===== config.mk =====
export PLATFORM = sky130hd
export DESIGN_NAME = rs_sched
export DESIGN_NICKNAME = d
export VERILOG_FILES = /design/src/rtl/rs_pkg.sv /design/src/rtl/rs_alloc.sv /design/src/rtl/rs_age_pick.sv /design/src/rtl/rs_exec.sv /design/src/rtl/rs_sched.sv
export SDC_FILE = /design/constraint.sdc
export NUM_CORES = 2
export LEC_CHECK = 0
export ABC_AREA = 1
export BUFFER_PORTS_ARGS = -buffer_cell sky130_fd_sc_hd__buf_2
export CAP_MARGIN = 25
export CORE_UTILIZATION = 40
export CTS_CLUSTER_DIAMETER = 30
export DETAILED_ROUTE_END_ITERATION = 12
export GPL_ROUTABILITY_DRIVEN = 0
export PLACE_DENSITY = 0.51
export SYNTH_ARGS = -nofsm -noshare
export SYNTH_HDL_FRONTEND = slang
export SYNTH_SLANG_ARGS = --single-unit

===== constraint.sdc =====
create_clock -name clk_i -period 4.95 [get_ports clk_i]
set_clock_uncertainty 0.05 [all_clocks]
set_input_delay 0.495 -clock clk_i [delete_from_list [all_inputs] [get_ports clk_i]]
set_output_delay 0.495 -clock clk_i [all_outputs]
set_load 0.005 [all_outputs]

===== src/rtl/rs_pkg.sv =====
`timescale 1ns/1ps
package rs_pkg;
  typedef enum logic [1:0] {
    OP_ADD = 2'd0,
    OP_SUB = 2'd1,
    OP_XOR = 2'd2,
    OP_LEA = 2'd3
  } rs_op_e;

  function automatic logic op_is_mem(rs_op_e op);
    return op == OP_LEA;
  endfunction
endpackage


===== src/rtl/rs_alloc.sv =====
`timescale 1ns/1ps
module rs_alloc #(
  parameter int N_ALU = 3,
  parameter int N     = 5
) (
  input  logic [N-1:0] busy_i,
  input  logic         is_mem_i,
  output logic         ready_o,
  output logic [N-1:0] pick_o
);
  logic [N-1:0] in_class;
  logic [N-1:0] free;

  for (genvar i = 0; i < N; i++) begin : g_cls
    if (i >= N_ALU) begin : g_mem
      assign in_class[i] = is_mem_i;
    end else begin : g_alu
      assign in_class[i] = !is_mem_i;
    end
  end

  assign free    = ~busy_i & in_class;
  assign ready_o = |free;

  // lowest free index of the class
  always_comb begin
    logic found;
    found  = 1'b0;
    pick_o = '0;
    for (int i = 0; i < N; i++) begin
      if (free[i] && !found) begin
        pick_o[i] = 1'b1;
        found     = 1'b1;
      end
    end
  end
endmodule


===== src/rtl/rs_age_pick.sv =====
`timescale 1ns/1ps
module rs_age_pick #(
  parameter int N = 5
) (
  input  logic         clk_i,
  input  logic         rst_ni,
  input  logic [N-1:0] alloc_i,
  input  logic [N-1:0] busy_i,
  input  logic [N-1:0] req_i,
  output logic [N-1:0] gnt_o
);
  // older_q[i][j]: station j was issued before station i
  logic [N-1:0] older_q [N];

  always_ff @(posedge clk_i or negedge rst_ni) begin
    if (!rst_ni) begin
      for (int i = 0; i < N; i++) older_q[i] <= '0;
    end else begin
      for (int k = 0; k < N; k++) begin
        if (alloc_i[k]) begin
          for (int i = 0; i < N; i++) older_q[i][k] <= 1'b0;
          older_q[k] <= busy_i;
        end
      end
    end
  end

  always_comb begin
    for (int i = 0; i < N; i++) begin
      gnt_o[i] = req_i[i] && ((req_i & older_q[i]) == '0);
    end
  end
endmodule


===== src/rtl/rs_exec.sv =====
`timescale 1ns/1ps
module rs_exec
  import rs_pkg::*;
#(
  parameter int DATA_W = 16,
  parameter int TAG_W  = 3,
  parameter int LAT    = 2
) (
  input  logic              clk_i,
  input  logic              rst_ni,
  input  logic              go_i,
  input  logic [TAG_W-1:0]  tag_i,
  input  rs_op_e            op_i,
  input  logic [DATA_W-1:0] a_i,
  input  logic [DATA_W-1:0] b_i,
  output logic              valid_o,
  output logic [TAG_W-1:0]  tag_o,
  output logic [DATA_W-1:0] value_o
);
  logic [LAT-1:0]    vld_q;
  logic [TAG_W-1:0]  tag_q [LAT];
  logic [DATA_W-1:0] val_q [LAT];
  logic [DATA_W-1:0] res;

  always_comb begin
    unique case (op_i)
      OP_SUB:  res = a_i - b_i;
      OP_XOR:  res = a_i ^ b_i;
      default: res = a_i + b_i;
    endcase
  end

  always_ff @(posedge clk_i or negedge rst_ni) begin
    if (!rst_ni) begin
      vld_q <= '0;
      for (int s = 0; s < LAT; s++) begin
        tag_q[s] <= '0;
        val_q[s] <= '0;
      end
    end else begin
      vld_q[0] <= go_i;
      tag_q[0] <= tag_i;
      val_q[0] <= res;
      for (int s = 1; s < LAT; s++) begin
        vld_q[s] <= vld_q[s-1];
        tag_q[s] <= tag_q[s-1];
        val_q[s] <= val_q[s-1];
      end
    end
  end

  assign valid_o = vld_q[LAT-1];
  assign tag_o   = tag_q[LAT-1];
  assign value_o = val_q[LAT-1];
endmodule


===== src/rtl/rs_sched.sv =====
`timescale 1ns/1ps
module rs_sched
  import rs_pkg::*;
#(
  parameter int  DATA_W   = 16,
  parameter int  NUM_REGS = 8,
  parameter int  NUM_ALU  = 3,
  parameter int  NUM_MEM  = 2,
  parameter int  EXE_LAT  = 2,
  localparam int NUM_RS   = NUM_ALU + NUM_MEM,
  localparam int TAG_W    = $clog2(NUM_RS + 1),
  localparam int IDX_W    = (NUM_RS > 1) ? $clog2(NUM_RS) : 1,
  localparam int REG_W    = (NUM_REGS > 1) ? $clog2(NUM_REGS) : 1
) (
  input  logic              clk_i,
  input  logic              rst_ni,
  input  logic              issue_valid_i,
  input  logic [1:0]        issue_op_i,
  input  logic [REG_W-1:0]  issue_dst_i,
  input  logic [REG_W-1:0]  issue_src1_i,
  input  logic [REG_W-1:0]  issue_src2_i,
  input  logic [DATA_W-1:0] issue_imm_i,
  output logic              issue_ready_o,
  input  logic [REG_W-1:0]  rd_addr_i,
  output logic [DATA_W-1:0] rd_data_o,
  output logic              rd_busy_o,
  output logic              cdb_valid_o,
  output logic [TAG_W-1:0]  cdb_tag_o,
  output logic [DATA_W-1:0] cdb_value_o
);
  // station state
  logic [NUM_RS-1:0]             st_busy, st_sent;
  rs_op_e                        st_op [NUM_RS];
  logic [NUM_RS-1:0][TAG_W-1:0]  st_qj, st_qk;
  logic [DATA_W-1:0]             st_vj [NUM_RS];
  logic [DATA_W-1:0]             st_vk [NUM_RS];
  logic [DATA_W-1:0]             st_a  [NUM_RS];

  // register status
  logic [NUM_REGS-1:0][TAG_W-1:0] reg_qi;
  logic [DATA_W-1:0]              reg_val [NUM_REGS];

  rs_op_e            iss_op;
  logic              iss_mem, issue_fire;
  logic [NUM_RS-1:0] alloc_oh, alloc_fire_oh;
  logic [IDX_W-1:0]  alloc_idx;
  logic [TAG_W-1:0]  alloc_tag;
  logic [TAG_W-1:0]  src1_tag, src2_tag, iss_qj, iss_qk;
  logic [DATA_W-1:0] iss_vj, iss_vk;

  logic [NUM_RS-1:0] disp_req, disp_gnt, cdb_oh;
  logic              d_go;
  rs_op_e            d_op;
  logic [TAG_W-1:0]  d_tag;
  logic [DATA_W-1:0] d_a, d_b;

  assign iss_op  = rs_op_e'(issue_op_i);
  assign iss_mem = op_is_mem(iss_op);

  rs_alloc #(.N_ALU(NUM_ALU), .N(NUM_RS)) u_alloc (
    .busy_i   (st_busy),
    .is_mem_i (iss_mem),
    .ready_o  (issue_ready_o),
    .pick_o   (alloc_oh)
  );

  assign issue_fire    = issue_valid_i && issue_ready_o;
  assign alloc_fire_oh = alloc_oh & {NUM_RS{issue_fire}};

  always_comb begin
    alloc_idx = '0;
    for (int i = 0; i < NUM_RS; i++) begin
      if (alloc_oh[i]) alloc_idx = IDX_W'(i);
    end
    alloc_tag = TAG_W'(alloc_idx) + TAG_W'(1);
  end

  // operand resolution, with bypass from a same-cycle broadcast
  assign src1_tag = reg_qi[issue_src1_i];
  assign src2_tag = reg_qi[issue_src2_i];

  always_comb begin
    if (src1_tag == '0) begin
      iss_qj = '0;
      iss_vj = reg_val[issue_src1_i];
    end else if (cdb_valid_o && cdb_tag_o == src1_tag) begin
      iss_qj = '0;
      iss_vj = cdb_value_o;
    end else begin
      iss_qj = src1_tag;
      iss_vj = '0;
    end

    if (iss_mem) begin
      iss_qk = '0;
      iss_vk = issue_imm_i;
    end else if (src2_tag == '0) begin
      iss_qk = '0;
      iss_vk = reg_val[issue_src2_i];
    end else if (cdb_valid_o && cdb_tag_o == src2_tag) begin
      iss_qk = '0;
      iss_vk = cdb_value_o;
    end else begin
      iss_qk = src2_tag;
      iss_vk = '0;
    end
  end

  // dispatch: oldest station with both operands present
  for (genvar i = 0; i < NUM_RS; i++) begin : g_st
    assign disp_req[i] = st_busy[i] && !st_sent[i] &&
                         (st_qj[i] == '0) && (st_qk[i] == '0);
    assign cdb_oh[i]   = cdb_valid_o && (cdb_tag_o == TAG_W'(i + 1));
  end

  rs_age_pick #(.N(NUM_RS)) u_age (
    .clk_i   (clk_i),
    .rst_ni  (rst_ni),
    .alloc_i (alloc_fire_oh),
    .busy_i  (st_busy),
    .req_i   (disp_req),
    .gnt_o   (disp_gnt)
  );

  always_comb begin
    d_go  = |disp_gnt;
    d_op  = OP_ADD;
    d_tag = '0;
    d_a   = '0;
    d_b   = '0;
    for (int i = 0; i < NUM_RS; i++) begin
      if (disp_gnt[i]) begin
        d_op  = st_op[i];
        d_tag = TAG_W'(i + 1);
        d_a   = st_vj[i];
        d_b   = op_is_mem(st_op[i]) ? st_a[i] : st_vk[i];
      end
    end
  end

  rs_exec #(.DATA_W(DATA_W), .TAG_W(TAG_W), .LAT(EXE_LAT)) u_exec (
    .clk_i   (clk_i),
    .rst_ni  (rst_ni),
    .go_i    (d_go),
    .tag_i   (d_tag),
    .op_i    (d_op),
    .a_i     (d_a),
    .b_i     (d_b),
    .valid_o (cdb_valid_o),
    .tag_o   (cdb_tag_o),
    .value_o (cdb_value_o)
  );

  always_ff @(posedge clk_i or negedge rst_ni) begin
    if (!rst_ni) begin
      st_busy <= '0;
      st_sent <= '0;
      st_qj   <= '0;
      st_qk   <= '0;
      for (int i = 0; i < NUM_RS; i++) begin
        st_op[i] <= OP_ADD;
        st_vj[i] <= '0;
        st_vk[i] <= '0;
        st_a[i]  <= '0;
      end
    end else begin
      for (int i = 0; i < NUM_RS; i++) begin
        if (cdb_valid_o && st_busy[i]) begin
          if (st_qj[i] == cdb_tag_o) begin
            st_vj[i] <= cdb_value_o;
            st_qj[i] <= '0;
          end
          if (st_qk[i] == cdb_tag_o) begin
            st_vk[i] <= cdb_value_o;
            st_qk[i] <= '0;
          end
        end
        if (cdb_oh[i]) begin
          st_busy[i] <= 1'b0;
          st_sent[i] <= 1'b0;
        end
        if (disp_gnt[i]) begin
          st_sent[i] <= 1'b1;
          if (op_is_mem(st_op[i])) st_a[i] <= st_vj[i] + st_a[i];
        end
        if (alloc_fire_oh[i]) begin
          st_busy[i] <= 1'b1;
          st_sent[i] <= 1'b0;
          st_op[i]   <= iss_op;
          st_qj[i]   <= iss_qj;
          st_vj[i]   <= iss_vj;
          st_qk[i]   <= iss_qk;
          st_vk[i]   <= iss_vk;
          st_a[i]    <= issue_imm_i;
        end
      end
    end
  end

  always_ff @(posedge clk_i or negedge rst_ni) begin
    if (!rst_ni) begin
      reg_qi <= '0;
      for (int r = 0; r < NUM_REGS; r++) reg_val[r] <= DATA_W'(r);
    end else begin
      for (int r = 0; r < NUM_REGS; r++) begin
        if (cdb_valid_o && reg_qi[r] == cdb_tag_o) begin
          reg_val[r] <= cdb_value_o;
          reg_qi[r]  <= '0;
        end
      end
      // latest writer owns the register
      if (issue_fire) reg_qi[issue_dst_i] <= alloc_tag;
    end
  end

  assign rd_data_o = reg_val[rd_addr_i];
  assign rd_busy_o = reg_qi[rd_addr_i] != '0;
endmodule


Yosys cells after proc, flatten, opt, wreduce, memory -nomap -nowiden
Index checks and enable logic that the tools add are counted.

cells by class
  $add $sub $neg = 8
  multiply operators = 0
  divide/modulo/power cells = 0
  $lt $le $gt $ge = 8
  equal/unequal tests = 33
  shift operators = 0
  muxes and demuxes = 189
  bitwise gates (word level) = 12
  reductions and logical operators = 136

operators by type and width
  kind                  number
  $mux W16              71
  $mux W3               54
  $bmux W16 S3          3
  $add A16 B16 Y16      6
  $reduce_bool A2 Y1    40
  $eq A3 B3 Y1          20
  $logic_and A1 B1 Y1   46
  $mux W1               44
  $logic_not A3 Y1      12
  $and A5 B5 Y5         7
  $pmux W16 S2          1
  $reduce_and A2 Y1     15
  $bmux W3 S3           3
  $logic_not A5 Y1      5
  $bwmux W24            1
  $mux W24              1
  $mux W5               4
  $reduce_bool A3 Y1    6
  $lt A3 B4 Y1 const B  4
  $sub A16 B16 Y16      1
  $xor A16 B16 Y16      1
  $eq A2 B2 Y1 const B  7
  $ge A4 B4 Y1 const B  3
  $not A3 Y4            3
  other kinds (12)      28

word-level totals
  register bits = 507
  bits in latches = 0
  RAM bits = 0
  bits in read-only memories = 0
  input port bits = 33
  output and inout port bits = 38
  logic and storage cells = 472
  memories kept = 0

Longest topological paths before layout
  depth after elaboration = 20
  depth in mapped cells = 37

Cells and area by module
From an unflattened synthesis, not the netlist that was laid out.

second synthesis, totals
  cells, all modules = 4,845
  area total of the unflattened synthesis = 34,245.3 µm²

modules (own cells, without submodules)
  module       instances  cells each  area an instance (µm²)
  rs_sched     1          4,361       30,316.6
  rs_exec      1          336         2,685.1
  rs_age_pick  1          133         1,179.9
  rs_alloc     1          15          63.8

Worst setup path after synthesis
OpenSTA, ideal clock, no wires.

  path type = register to register
  start = register st_qj[1] in the netlist's numbering
  end = register u_exec.val_q[31] in the netlist's numbering
  setup time = 0.117 ns
  arrival = 3.880 ns
  data required time = 4.783 ns
  path slack = 0.903 ns
  cell stages (with the launch flop) = 32
  buffers on the path = 1
  period minus slack after synthesis = 4.047 ns
  cell sequence = dfrtp_1 -> inv_1 -> nand2_1 -> nor2_1 -> nand2_2 -> nor2_2 -> nand2_2 -> nor2_8 -> buf_4 -> nand3_1 -> nand2_1 -> nand2_1 -> nand2_1 -> nand2_1 -> ha_1 -> or2_1 -> xor2_1 -> ha_1 -> a21oi_1 -> nand2_1 -> a21oi_1 -> o21ai_0 -> a21boi_0 -> o21ai_0 -> nand3_1 -> nand2_1 -> nand2_1 -> nand2_1 -> nand3_1 -> nand3_1 -> nand2_1 -> nand2_1

between the ends
  word-level cells in the longest chain between the ends = 13
  elaborated cells on any way between the ends = 39
  those cells by class = add/sub (2); eq/ne (2); mux (16); bitwise (6); reduce/logical (13)

RTL lines
  item                                                      line               source
  from (decl)                                               rs_sched.sv:34     logic [NUM_RS-1:0][TAG_W-1:0] st_qj, st_qk;
  from (signal, indexed assignment)                         rs_sched.sv:190    st_qj[i] <= iss_qj;
  $logic_not A3 Y1 (*)                                      rs_sched.sv:112    (st_qj[i] == '0) && (st_qk[i] == '0);
  $logic_and A1 B1 Y1 (*)                                   rs_sched.sv:111    assign disp_req[i] = st_busy[i] && !st_sent[i] &&
  $logic_and A1 B1 Y1 (*)                                   rs_sched.sv:112
  $and A5 B5 Y5                                             rs_age_pick.sv:30  gnt_o[i] = req_i[i] && ((req_i & older_q[i]) == '0);
  $logic_not A5 Y1                                          rs_age_pick.sv:30
  $logic_and A1 B1 Y1                                       rs_age_pick.sv:30
  $mux W16 / $mux W2 (equally long branches) (5 in series)  rs_sched.sv:132    if (disp_gnt[i]) begin
  $add A16 B16 Y16, or another cell as far along            rs_exec.sv:29      default: res = a_i + b_i;
  $pmux W16 S2 (*)                                          rs_exec.sv:26      unique case (op_i)
  named net u_exec.res[15]                                  rs_exec.sv:23      logic [DATA_W-1:0] res;
  to (signal, indexed assignment)                           rs_exec.sv:47      val_q[s] <= val_q[s-1];
  to (decl)                                                 rs_exec.sv:22      logic [DATA_W-1:0] val_q [LAT];

The timed path passes the listed nets; every way through them passes the cells marked *.
A chain may end at the register's enable or synchronous reset.

Final worst setup path
  start = register st_qj[0] in the netlist's numbering
  end = register u_exec.val_q[31] in the netlist's numbering

The elaborated chain is that of the path after synthesis.

==> metrics.md <==
| Metric | Value |
|---|---|
| Final setup violation count | 0 |
| Startpoint class of the critical path | flip-flop |
| Class of the most critical setup path | flip-flop to flip-flop |
| Initial antenna violation count | 2 |
| Clock buffer count from CTS | approximately 150 |
| Drc violations | 0 |
| Die Height | around 290 um |
| Max-slew headroom | 0.2832 |
| Area of the mapped netlist | around 0.032 mm2 |
| RSZ-0062 raised after global routing | no |
| Count of boundary I/O pins | just over 70 |
| Maximum net fanout on the critical path | 13 |
| Global-route wire length before repair | 202400 um |
| Post-route clock period utilization | 0.9164 |
| Fraction of layout instances using a drive strength above 1 | 0.1198 |
| Number of nets produced by synthesis | 4493 |
| Fraction of registers with async set or reset after synthesis | 1.000 |
| Number of design-rule violations left by the first detailed-router iteration | 3748 |
| Reported max-cap violation count | 0 |
| Cell repeated most along the worst path | sky130_fd_sc_hd__nand2_1 |
| Worst Max-Slew Pin Slew | approximately 1.1 ns |
| Total congestion overflow after global routing | 0 |
| P&R area growth vs syn | 20.53% |
| Buf+Inv Stages, Crit Path | 5 |
| Sequential element share of the synthesized area | 0.3927 |
| Total count of hold-check failures in the final report | 0 |
| Number of flops mapped to enable cells by yosys | 0 |
| Synth Area per Inst | between 7 and 8 um2 |
| Die extent in x | between 200 and 300 um |
| Area of the die | a little over 0.08 mm2 |
| Number of setup buffers added after CTS | 0 |
| Element type at the critical path end | flip-flop |
| Via total after detailed routing | ~32000 |
| Post-CTS clock slew at the launch and capture registers of the worst setup and hold paths | ~0.040 ns |
| Std cell rows | ~100 |
| # nets final | roughly 4600 |
| TritonCTS clock tree | done |
| Final WL | 134800 um |
| Result of the run | finished, final reports clean |
| Cell taking the most area after synthesis | sky130_fd_sc_hd__dfrtp_1 |
| Fin cells | roughly 5600 |
| Starting density of the core | 0.4068 |
| GRT Resource Usage Total | 0.3301 |
| Peak clock frequency supported by timing | 220.5 MHz |
| CTS Sinks | between 500 and 600 |
| Drt first pass iters | 7 |
| HPWL after DPL | about 96000 um |
| Min Tclk post-route | between 4 and 5 ns |
| CP max-delay cell | sky130_fd_sc_hd__dfrtp_1 |
| Leakage power summed over all cells | about 18 nW |
| Synthesis-stage register bit count | between 500 and 600 |
| Mapped Cells | between 4000 and 5000 |
| Top post-synthesis cells by area | sky130_fd_sc_hd__dfrtp_1 (38%), sky130_fd_sc_hd__nand2_1 (14%), sky130_fd_sc_hd__o21ai_0 (8.3%), sky130_fd_sc_hd__o211ai_1 (4.8%), sky130_fd_sc_hd__a21oi_1 (4.2%) |
| Max Buffers Root-to-Sink | 3 |
| Vias in the first global route | roughly 31000 |
| CTS root buf | sky130_fd_sc_hd__clkbuf_16 |
| Critical path required time | approximately 5.5 ns |
| Most common flop cell mapped by yosys | sky130_fd_sc_hd__dfrtp_1 |
| Clock insertion delay at the later pin of the skew report | 0.72 ns |
| Cell count after placement | 5336 |
| Tightest Hold Check Type | input pin to flip-flop |
| Total of fill cells in the finished design | around 7800 |
| Post-DRT Antenna Nets | 0 |
| Top cell type's share of synthesized area | 0.3829 |
| Sum Neg Setup Slack | 0 ns |
| Top cell family by delay on the critical path | simple AND/OR/NAND/NOR gates |
| Routed via count divided by cell count | a little under 6 |
| Port Buffer Count | 70 |
| H-tree Lvls | 4 |
| Maximum number of pins on one net before global-route repair | 110 |
| Peak supply drop | 0.0008524 V |
| Number of different library cells in the post-synthesis netlist | 59 |
| Std-Cell Core Area | 0.07952 mm2 |
| Total power density per cell area | a little under 1000 mW/mm2 |
| Multi-input gate area | roughly 0.017 mm2 |
| Ys Warns | 0 |
| Flip-flop and latch area | approximately 0.013 mm2 |
| Number of max-slew violations in the final report | 0 |
| Maximum single-stage delay on the critical path | about 0.38 ns |
| Data arrival time of the worst path | 5.09 ns |
| Routed wire length per instance | 24.06 um |
==> final cells by class <==
class                           count  share of cell area
Multi-Input combinational cell   3183              0.4387
Sequential cell                   507              0.3258
Clock buffer                      201              0.1083
Inverter                          402             0.03870
Timing Repair Buffer              197             0.03581
Tap cell                         1050             0.03369
Clock inverter                     60             0.01893
Antenna cell                        1          0.00006418
==> registers in the layout, summed over array words and instances (netlist names) <==
signal / cells
reg_qi: 24
reg_val: 128
st_a: 80
st_busy: 5
st_op: 10
st_qj: 15
st_qk: 15
st_sent: 5
st_vj: 80
st_vk: 80
u_age.older_q: 25
u_exec.tag_o: 3
u_exec.tag_q: 3
u_exec.val_q: 16
u_exec.value_o: 16
u_exec.vld_q: 2
==> layer usage <==
metal  share of wire  GRT usage
met1            0.45     0.4768
met2            0.43     0.4921
met3           0.079    0.05501
met4           0.034     0.1249
met5               0          0
==> kinds of logic (layout without fill, tap and decap cells) <==
logic type	Yosys count	after routing	share of synthesized area
compound gates	1297	1297	0.2389
xor+xnor	105	105	0.02843
fa+ha+maj	98	98	0.03930
buf+inv	672	860	0.08474
flops	507	507	0.3927
mux	23	23	0.007117
other cells	0	1	0
simple gates	1660	1660	0.2089
==> placed cells by master, fill, tap and decap left out, types with 40 or more instances in the layout <==
| cell type | synthesis | final |
|---|---|---|
| sky130_fd_sc_hd__a21oi_1 | 273 | 273 |
| sky130_fd_sc_hd__a31oi_1 | 40 | 40 |
| sky130_fd_sc_hd__buf_2 | 58 | 67 |
| sky130_fd_sc_hd__buf_4 | 25 | 122 |
| sky130_fd_sc_hd__clkbuf_16 | 0 | 149 |
| sky130_fd_sc_hd__dfrtp_1 | 495 | 495 |
| sky130_fd_sc_hd__ha_1 | 92 | 92 |
| sky130_fd_sc_hd__inv_1 | 362 | 360 |
| sky130_fd_sc_hd__nand2_1 | 1208 | 1207 |
| sky130_fd_sc_hd__nand3_1 | 224 | 224 |
| sky130_fd_sc_hd__nor2_1 | 161 | 156 |
| sky130_fd_sc_hd__o211ai_1 | 206 | 206 |
| sky130_fd_sc_hd__o21ai_0 | 537 | 535 |
| sky130_fd_sc_hd__o221ai_1 | 53 | 53 |
| sky130_fd_sc_hd__o22ai_1 | 57 | 57 |
| sky130_fd_sc_hd__xnor2_1 | 53 | 53 |
| sky130_fd_sc_hd__xor2_1 | 52 | 52 |
==> cells in the mapped netlist, types with 17 or more instances <==
| cell type | instances |
|---|---|
| sky130_fd_sc_hd__xnor2_1 | 53 |
| sky130_fd_sc_hd__buf_1 | 17 |
| sky130_fd_sc_hd__a21oi_1 | 273 |
| sky130_fd_sc_hd__o21ai_0 | 537 |
| sky130_fd_sc_hd__inv_1 | 362 |
| sky130_fd_sc_hd__buf_2 | 58 |
| sky130_fd_sc_hd__mux2i_1 | 23 |
| sky130_fd_sc_hd__a21o_1 | 24 |
| sky130_fd_sc_hd__o221ai_1 | 53 |
| sky130_fd_sc_hd__a31oi_1 | 40 |
| sky130_fd_sc_hd__o22ai_1 | 57 |
| sky130_fd_sc_hd__ha_1 | 92 |
| sky130_fd_sc_hd__o21ai_1 | 35 |
| sky130_fd_sc_hd__nand3_1 | 224 |
| sky130_fd_sc_hd__dfrtp_1 | 495 |
| sky130_fd_sc_hd__buf_4 | 25 |
| sky130_fd_sc_hd__xor2_1 | 52 |
| sky130_fd_sc_hd__inv_2 | 26 |
| sky130_fd_sc_hd__o211ai_1 | 206 |
| sky130_fd_sc_hd__clkbuf_1 | 163 |
| sky130_fd_sc_hd__nor2_1 | 161 |
| sky130_fd_sc_hd__nand2_1 | 1208 |
==> per-stage QoR <==
step | util | instance area [um2] | power, mW | hold WS, ns | setup slack (ns)
detailed placement | 0.4272 | 33970 | 27.64 | 0.2847 | 0.1833
global route | 0.4903 | 38990 | 40.22 | 0.06319 | 0.006306
CTS | 0.4897 | 38940 | 37.27 | 0.03905 | 0.1606
finish | 0.4903 | 38990 | 37.73 | 0.07567 | 0.4140
global placement | 0.4272 | 33970 | 27.62 | 0.2825 | 0.1914
floorplan | - | 32350 | 20.79 | 0.1494 | 0.9034
==> worst paths after layout <==
kind | startpoint | endpoint | slack, ns | depth (start not counted)
min | issue_imm_i[9] | st_a[9] | 0.08 | 3
min in group asynchronous | rst_ni | reg_qi[3] | 0.33 | 2
max reg2reg | st_qj[0] | u_exec.val_q[31] | 0.41 | 31
max in group asynchronous | rst_ni | st_a[42] | 3.40 | 3
max | st_qj[0] | u_exec.val_q[31] | 0.41 | 31
min reg2reg | u_exec.val_q[18] | u_exec.value_o[2] | 0.29 | 0
==> where the power goes <==
group,switching [mW],internal (mW),total [mW]
Combinational,13.6,6.81,20.4
Clock,2.85,6.57,9.42
Sequential,1.73,6.18,7.91
Total,18.2,19.6,37.7
==> worst min-delay path, stage by stage <==
cell,delay [ns]
sky130_fd_sc_hd__buf_2,0.15
sky130_fd_sc_hd__nand2_1,0.09
sky130_fd_sc_hd__o221ai_1,0.07
==> timing repair <==
action | CTS | global route
endpoints found under the setup margin | 0 | 3
hold buffers | 1 | 0
resized for setup | 0 | 6
endpoints found under the hold margin | 60 | 0
(Power assumes the default switching activity.)
